===== config.mk =====
export PLATFORM = sky130hd
export DESIGN_NAME = cmp_pwm_timer
export DESIGN_NICKNAME = d
export VERILOG_FILES = /design/src/rtl/cpt_pkg.sv /design/src/rtl/cpt_counter.sv /design/src/rtl/cpt_regs.sv /design/src/rtl/cpt_pin.sv /design/src/rtl/cmp_pwm_timer.sv
export SDC_FILE = /design/constraint.sdc
export NUM_CORES = 1
export LEC_CHECK = 0
export ABC_CLOCK_PERIOD_IN_PS = 2240
export BUFFER_PORTS_ARGS = -buffer_cell sky130_fd_sc_hd__buf_2
export CAP_MARGIN = 40
export CORE_MARGIN = 2
export CORE_UTILIZATION = 50
export DETAILED_ROUTE_END_ITERATION = 7
export GPL_ROUTABILITY_DRIVEN = 1
export PLACE_DENSITY_LB_ADDON = 0.12
export SYNTH_ARGS = -nofsm -noshare
export SYNTH_HDL_FRONTEND = slang
export SYNTH_SLANG_ARGS = --single-unit

===== constraint.sdc =====
create_clock -name clk -period 2.24 [get_ports clk]
set_input_delay 0 -clock clk [delete_from_list [all_inputs] [get_ports clk]]
set_output_delay 0 -clock clk [all_outputs]
set_load 0.05 [all_outputs]

===== src/rtl/cpt_pkg.sv =====
`timescale 1ns/1ps
package cpt_pkg;

   localparam int CTRL_W  = 16;
   localparam int F_WAVE  = 15;
   localparam int F_IVL   = 14;
   localparam int F_BACT  = 12;
   localparam int F_AACT  = 10;

   localparam int NREG      = 4;
   localparam int REG_CTRL  = 0;
   localparam int REG_CMP0  = 1;
   localparam int REG_CMP1  = 2;
   localparam int REG_COUNT = 3;

   typedef enum logic [1:0] {
      ACT_KEEP = 2'b00,
      ACT_LOW  = 2'b01,
      ACT_HIGH = 2'b10,
      ACT_FLIP = 2'b11
   } act_e;

   localparam logic [1:0] POL_ACT_HI = 2'b01;
   localparam logic [1:0] POL_ACT_LO = 2'b10;

   function automatic logic act_next(input logic cur, input act_e a);
      case (a)
         ACT_LOW:  return 1'b0;
         ACT_HIGH: return 1'b1;
         ACT_FLIP: return ~cur;
         default:  return cur;
      endcase
   endfunction

   function automatic logic pol_ok(input logic [1:0] a, input logic [1:0] b);
      return (a == b) && ((a == POL_ACT_HI) || (a == POL_ACT_LO));
   endfunction

endpackage


===== src/rtl/cpt_counter.sv =====
`timescale 1ns/1ps
module cpt_counter #(
   parameter int CNT_W = 16
) (
   input  logic             clk,
   input  logic             rst_n,
   input  logic             ld,
   input  logic [CNT_W-1:0] ld_val,
   input  logic             ivl_en,
   input  logic             top_hit,
   output logic [CNT_W-1:0] count
);

   generate
      if (CNT_W < 2) begin : g_bad_w
         $error("cpt_counter: CNT_W must be at least 2");
      end
   endgenerate

   always_ff @(posedge clk or negedge rst_n) begin
      if (!rst_n) begin
         count <= '0;
      end else if (ld) begin
         count <= ld_val;
      end else if (ivl_en && top_hit) begin
         count <= '0;
      end else begin
         count <= count + 1'b1;
      end
   end

endmodule


===== src/rtl/cpt_regs.sv =====
`timescale 1ns/1ps
module cpt_regs
   import cpt_pkg::*;
#(
   parameter int CNT_W  = 16,
   parameter int DATA_W = 32,
   parameter int ADDR_W = 2
) (
   input  logic                clk,
   input  logic                rst_n,
   input  logic                bus_wr,
   input  logic [ADDR_W-1:0]   bus_addr,
   input  logic [DATA_W-1:0]   bus_wdata,
   output logic [DATA_W-1:0]   bus_rdata,
   input  logic [CNT_W-1:0]    count,
   output logic [CTRL_W-1:F_AACT] ctrl_mode,
   output logic [CNT_W-1:0]    cmp0,
   output logic [CNT_W-1:0]    cmp1,
   output logic                cnt_ld,
   output logic [CNT_W-1:0]    cnt_ld_val
);

   logic [CTRL_W-1:0] ctrl_q;
   logic [NREG-1:0]   hit;
   logic              unused_wdata;

   generate
      if (ADDR_W < 2) begin : g_bad_a
         $error("cpt_regs: ADDR_W must reach four registers");
      end
      if (DATA_W < CTRL_W) begin : g_bad_d
         $error("cpt_regs: DATA_W narrower than the control register");
      end
      if (CNT_W > DATA_W) begin : g_bad_c
         $error("cpt_regs: CNT_W wider than DATA_W");
      end
      for (genvar i = 0; i < NREG; i++) begin : g_hit
         assign hit[i] = bus_wr && (bus_addr == ADDR_W'(i));
      end
   endgenerate

   assign unused_wdata = ^bus_wdata;

   always_ff @(posedge clk or negedge rst_n) begin
      if (!rst_n) begin
         ctrl_q <= '0;
         cmp0   <= '0;
         cmp1   <= '0;
      end else begin
         if (hit[REG_CTRL]) ctrl_q <= bus_wdata[CTRL_W-1:0];
         if (hit[REG_CMP0]) cmp0   <= bus_wdata[CNT_W-1:0];
         if (hit[REG_CMP1]) cmp1   <= bus_wdata[CNT_W-1:0];
      end
   end

   assign cnt_ld     = hit[REG_COUNT];
   assign cnt_ld_val = bus_wdata[CNT_W-1:0];
   assign ctrl_mode  = ctrl_q[CTRL_W-1:F_AACT];

   always_comb begin
      bus_rdata = '0;
      case (bus_addr)
         ADDR_W'(REG_CTRL):  bus_rdata[CTRL_W-1:0] = ctrl_q;
         ADDR_W'(REG_CMP0):  bus_rdata[CNT_W-1:0]  = cmp0;
         ADDR_W'(REG_CMP1):  bus_rdata[CNT_W-1:0]  = cmp1;
         ADDR_W'(REG_COUNT): bus_rdata[CNT_W-1:0]  = count;
         default:            bus_rdata = '0;
      endcase
   end

endmodule


===== src/rtl/cpt_pin.sv =====
`timescale 1ns/1ps
module cpt_pin
   import cpt_pkg::*;
#(
   parameter bit HAS_WAVE = 1'b0
) (
   input  logic clk,
   input  logic rst_n,
   input  logic hit,
   input  act_e code,
   input  logic wave_on,
   input  logic wave_ok,
   input  logic wave_low,
   input  logic start_hit,
   output logic pin
);

   generate
      if (HAS_WAVE) begin : g_wave
         always_ff @(posedge clk or negedge rst_n) begin
            if (!rst_n) begin
               pin <= 1'b0;
            end else if (wave_on) begin
               if (!wave_ok)       pin <= 1'b0;
               else if (hit)       pin <= wave_low;
               else if (start_hit) pin <= ~wave_low;
            end else if (hit) begin
               pin <= act_next(pin, code);
            end
         end
      end else begin : g_plain
         logic unused_wave;
         assign unused_wave = ^{wave_ok, wave_low, start_hit};
         always_ff @(posedge clk or negedge rst_n) begin
            if (!rst_n) begin
               pin <= 1'b0;
            end else if (!wave_on && hit) begin
               pin <= act_next(pin, code);
            end
         end
      end
   endgenerate

endmodule


===== src/rtl/cmp_pwm_timer.sv =====
`timescale 1ns/1ps
module cmp_pwm_timer
   import cpt_pkg::*;
#(
   parameter int CNT_W  = 16,
   parameter int DATA_W = 32,
   parameter int ADDR_W = 2
) (
   input  logic              clk,
   input  logic              rst_n,
   input  logic              bus_wr,
   input  logic [ADDR_W-1:0] bus_addr,
   input  logic [DATA_W-1:0] bus_wdata,
   output logic [DATA_W-1:0] bus_rdata,
   output logic              out_a,
   output logic              out_b
);

   logic [CTRL_W-1:F_AACT] ctrl_mode;
   logic [CNT_W-1:0]       cmp0_q;
   logic [CNT_W-1:0]       cmp1_q;
   logic [CNT_W-1:0]       count_q;
   logic [CNT_W-1:0]       ld_val;
   logic                   ld;
   logic                   hit0;
   logic                   hit1;
   logic                   wave_on;
   logic                   ivl_on;
   logic                   wave_ok;
   logic                   wave_low;
   logic [1:0]             fld_a;
   logic [1:0]             fld_b;

   cpt_regs #(
      .CNT_W  (CNT_W),
      .DATA_W (DATA_W),
      .ADDR_W (ADDR_W)
   ) u_regs (
      .clk        (clk),
      .rst_n      (rst_n),
      .bus_wr     (bus_wr),
      .bus_addr   (bus_addr),
      .bus_wdata  (bus_wdata),
      .bus_rdata  (bus_rdata),
      .count      (count_q),
      .ctrl_mode  (ctrl_mode),
      .cmp0       (cmp0_q),
      .cmp1       (cmp1_q),
      .cnt_ld     (ld),
      .cnt_ld_val (ld_val)
   );

   assign fld_a    = ctrl_mode[F_AACT+1:F_AACT];
   assign fld_b    = ctrl_mode[F_BACT+1:F_BACT];
   assign wave_on  = ctrl_mode[F_WAVE];
   assign ivl_on   = ctrl_mode[F_IVL] | wave_on;
   assign wave_ok  = pol_ok(fld_a, fld_b);
   assign wave_low = (fld_a == POL_ACT_LO);
   assign hit0     = (count_q == cmp0_q);
   assign hit1     = (count_q == cmp1_q);

   cpt_counter #(
      .CNT_W (CNT_W)
   ) u_cnt (
      .clk     (clk),
      .rst_n   (rst_n),
      .ld      (ld),
      .ld_val  (ld_val),
      .ivl_en  (ivl_on),
      .top_hit (hit1),
      .count   (count_q)
   );

   cpt_pin #(
      .HAS_WAVE (1'b1)
   ) u_pin_a (
      .clk       (clk),
      .rst_n     (rst_n),
      .hit       (hit0),
      .code      (act_e'(fld_a)),
      .wave_on   (wave_on),
      .wave_ok   (wave_ok),
      .wave_low  (wave_low),
      .start_hit (hit1),
      .pin       (out_a)
   );

   cpt_pin #(
      .HAS_WAVE (1'b0)
   ) u_pin_b (
      .clk       (clk),
      .rst_n     (rst_n),
      .hit       (hit1),
      .code      (act_e'(fld_b)),
      .wave_on   (wave_on),
      .wave_ok   (wave_ok),
      .wave_low  (wave_low),
      .start_hit (hit0),
      .pin       (out_b)
   );

endmodule


==> results.py <==
metrics = {
    "die": {
        "die_y_um": 91.48,
        "die_w_um": 91.48,
        "core_area_um2": 7331,
        "ios": 71,
        "initial_core_util": 0.5219,
        "die_area_um2": 8368,
        "rows": 31,
    },
    "power": {
        "netSwitchingFraction": 0.3691,
        "p_comb_frac": 0.348,
        "clkPwrFrac": 0.247,
        "leakage_nw": 1.917,
        "p_per_area_nw_per_um2": 976.1,
        "p_sw_w": 0.001599,
        "intPower_w": 0.002734,
        "ir_drop_v": 0.0005147,
        "sequentialPowerShare": 0.405,
    },
    "sta": {
        "post-route-period-util": 0.9173,
        "rsz0062_at_grt": "false",
        "fin_skew_ns": 0.004031,
        "tightestPinTransition_ns": 0.6651,
        "max_freq_mhz": 486.7,
        "relSlewSlack": 0.5566,
        "finalHoldViolations": 0,
        "finalSetupTns_ns": 0,
        "setup_viol": 0,
        "slew_violations": 0,
        "post-route-min-period_ns": 2.055,
        "hold_ws_ns": 0.2074,
    },
    "route": {
        "drt-wirelength-per-cell_um": 17.50,
        "first_pass_iters": 4,
        "drcViolationCount": 0,
        "route.vias.total": 2482,
        "drt-total-wl_mm": 8.223,
        "ant_nets": 0,
        "first_iter_violations": 92,
        "drt-vias-per-instance": 5.281,
    },
    "global_routing": {
        "grt_pass1_vias": 2514,
        "antenna_found_initial": 0,
        "grt_max_degree": 25,
        "grt_pass1_wl_mm": 13.48,
        "overflow": 0,
        "grt_usage": 0.2112,
    },
    "cells_and_area": {
        "nets": 407,
        "postLayoutCellArea_um2": 4439,
        "fillers": 606,
        "diodes": 0,
        "drive_gt1_frac": 0.3585,
        "utilization": 0.6056,
        "areaGrowthSynthToFinish_pct": 16.02,
    },
    "worst_setup_path": {
        "cp_top_family": "simple AND/OR/NAND/NOR gates",
        "critPathBufInv": 0,
        "cp-end-kind": "flop",
        "worst_r2r_path_depth": 6,
        "r2r_slack_ns": 0.19,
        "startpoint_type": "flop",
        "slowest_delay_ns": 0.47,
        "cpMaxStageDelayCell": "dfrtp_1",
        "cp_cell_sequence": "xnor2_1 -> nand4_1 -> nor4_4 -> nor2b_1 -> a21oi_1 -> mux2_2",
        "timing.rr.start": "u_cnt.count[10]",
        "r2r-end": "u_pin_a.pin",
        "crit_type": "reg -> reg",
        "worst_ep_arrival_time_ns": 2.27,
        "critical_path_required_ns": 2.46,
        "crit_path_max_fanout": 5,
    },
    "logic_synthesis": {
        "yosys_warnings": 0,
        "avgSynthCellArea_um2": 12.42,
        "yosys-top-cells-count": "66 x dfrtp_1, 33 x mux2_2, 25 x xor2_1",
        "synth_area_leader_cell": "dfrtp_1",
        "synthDistinctLibCells": 37,
        "synth_edf_count": 0,
        "ys_seq_area_frac": 0.4317,
        "synth.top_cells.by_area": "dfrtp_1 43%, mux2_2 9.7%, mux4_2 9.4%, xor2_1 5.7%, xnor2_1 5.3%",
        "synth_most_common_cell": "dfrtp_1",
        "synth_area_um2": 3826,
        "postSynth.asyncResetShare": 1.000,
        "postSynthCellCount": 308,
        "yosys_most_used_dff": "dfrtp_1",
        "synth-seq-cells": 66,
        "synth_top_area_frac": 0.4317,
    },
    "placed_design": {
        "gp_congestion": 0.8139,
        "io_buffers": 38,
        "place_hpwl_mm": 5.831,
        "placed_area_um2": 4044,
    },
    "clock_tree": {
        "cts_buffer_depth": 2,
        "cts_max_level": 3,
        "path_clk_slew_ns": 0.07,
        "cts.sinks": 66,
        "numCtsBuffers": 9,
        "insertion_delay_ns": 0.33,
        "clockRootBuffer": "clkbuf_8",
        "cts_setup_buffers": 0,
        "cts_tree": "built",
    },
    "job": {
        "max-cap-violations": 0,
    },
    "outcome": {
        "outcome": "finished clean",
    },
    "hold_path": {
        "hold_path.class": "in -> async",
    },
}
==> power by group through the flow <==
stage	combinational [W]	clock, W	sequential [W]
CTS	0.00151	0.00110	0.00175
global placement	0.00147	0	0.00176
detailed placement	0.00148	0	0.00177
global route	0.00161	0.00115	0.00180
floorplan	0.00130	0	0.00166
finish	0.00151	0.00107	0.00176
==> per-layer routing <==
metal / routed length [um] / vias up / global-route usage
met4: 108 / 0 / 0.05556
li1: - / 1171 / -
met1: 4040 / 1233 / 0.3125
met5: 0 / - / 0
met3: 308 / 10 / 0.03900
met2: 3765 / 68 / 0.3205
==> cells in the final DEF (no fill, tap or decap), types with 3 or more instances in the layout <==
master,Yosys,final
and3_1,4,4
clkbuf_8,0,13
xnor2_1,23,23
nor4_2,5,4
mux2_2,33,33
o21ai_1,5,5
inv_1,3,3
conb_1,1,16
nand4_1,7,7
nand3_1,7,7
dfrtp_1,66,66
nand2_1,24,24
dlygate4sd3_1,0,17
mux4_2,16,16
nor2_1,5,5
buf_2,12,38
ha_1,4,4
xor2_1,25,25
o21ai_2,10,10
mux2_1,14,14
buf_4,16,14
==> area by class of cell <==
type / instances / area (um^2) / share of cell area
multi-input cells: 217 / 1971 / 0.4439
flip-flops and latches: 66 / 1652 / 0.3720
repair buffers: 69 / 465.4 / 0.1048
clock buffers: 15 / 186.4 / 0.04200
well taps: 99 / 123.9 / 0.02790
clock inverters: 1 / 30.03 / 0.006764
inverters: 3 / 11.26 / 0.002537
==> logic make-up after synthesis <==
logic type / after synthesis / share of synthesized area
compound gates: 22 / 0.04415
xor+xnor: 48 / 0.1099
fa+ha+maj: 4 / 0.01308
buf+inv: 40 / 0.07161
flops: 66 / 0.4317
mux: 63 / 0.2325
other cells: 1 / 0.0009801
simple gates: 64 / 0.09614
==> what timing repair did <==
item | CTS | global route
resized for setup | 0 | 1
hold buffers | 17 | 0
endpoints found under the hold margin | 85 | 0
endpoints found under the setup margin | 0 | 1
==> stage by stage <==
| stage | worst slack (ns) | total power (W) | cells |
|---|---|---|---|
| 2_1_floorplan | 0.4662 | 0.002963 | 323 |
| 3_3_place_gp | 0.1893 | 0.003227 | 437 |
| 6_report | 0.1852 | 0.004333 | 470 |
| 3_5_place_dp | 0.1673 | 0.003259 | 437 |
| 5_1_grt | 0.02619 | 0.004563 | 470 |
| 4_1_cts | 0.1537 | 0.004366 | 470 |
==> registers in the layout, indices dropped and copies added (netlist names) <==
register,count
u_cnt.count,16
u_regs.cmp0,16
u_regs.cmp1,16
u_regs.ctrl_q,16
u_pin_a.pin,1
u_pin_b.pin,1
==> worst max path at each step <==
stage	startpoint	end	slack (ns)	depth (start not counted)
5_1_grt	u_cnt.count[6]	u_cnt.count[6]	0.03	6
6_report	u_cnt.count[10]	u_pin_a.pin	0.19	6
2_1_floorplan	u_cnt.count[2]	u_pin_a.pin	0.47	7
3_5_place_dp	u_cnt.count[10]	u_pin_a.pin	0.17	6
3_3_place_gp	u_cnt.count[10]	u_pin_a.pin	0.19	6
4_1_cts	u_cnt.count[10]	u_pin_a.pin	0.15	6
Note: power is estimated with default switching activity, not from simulation.
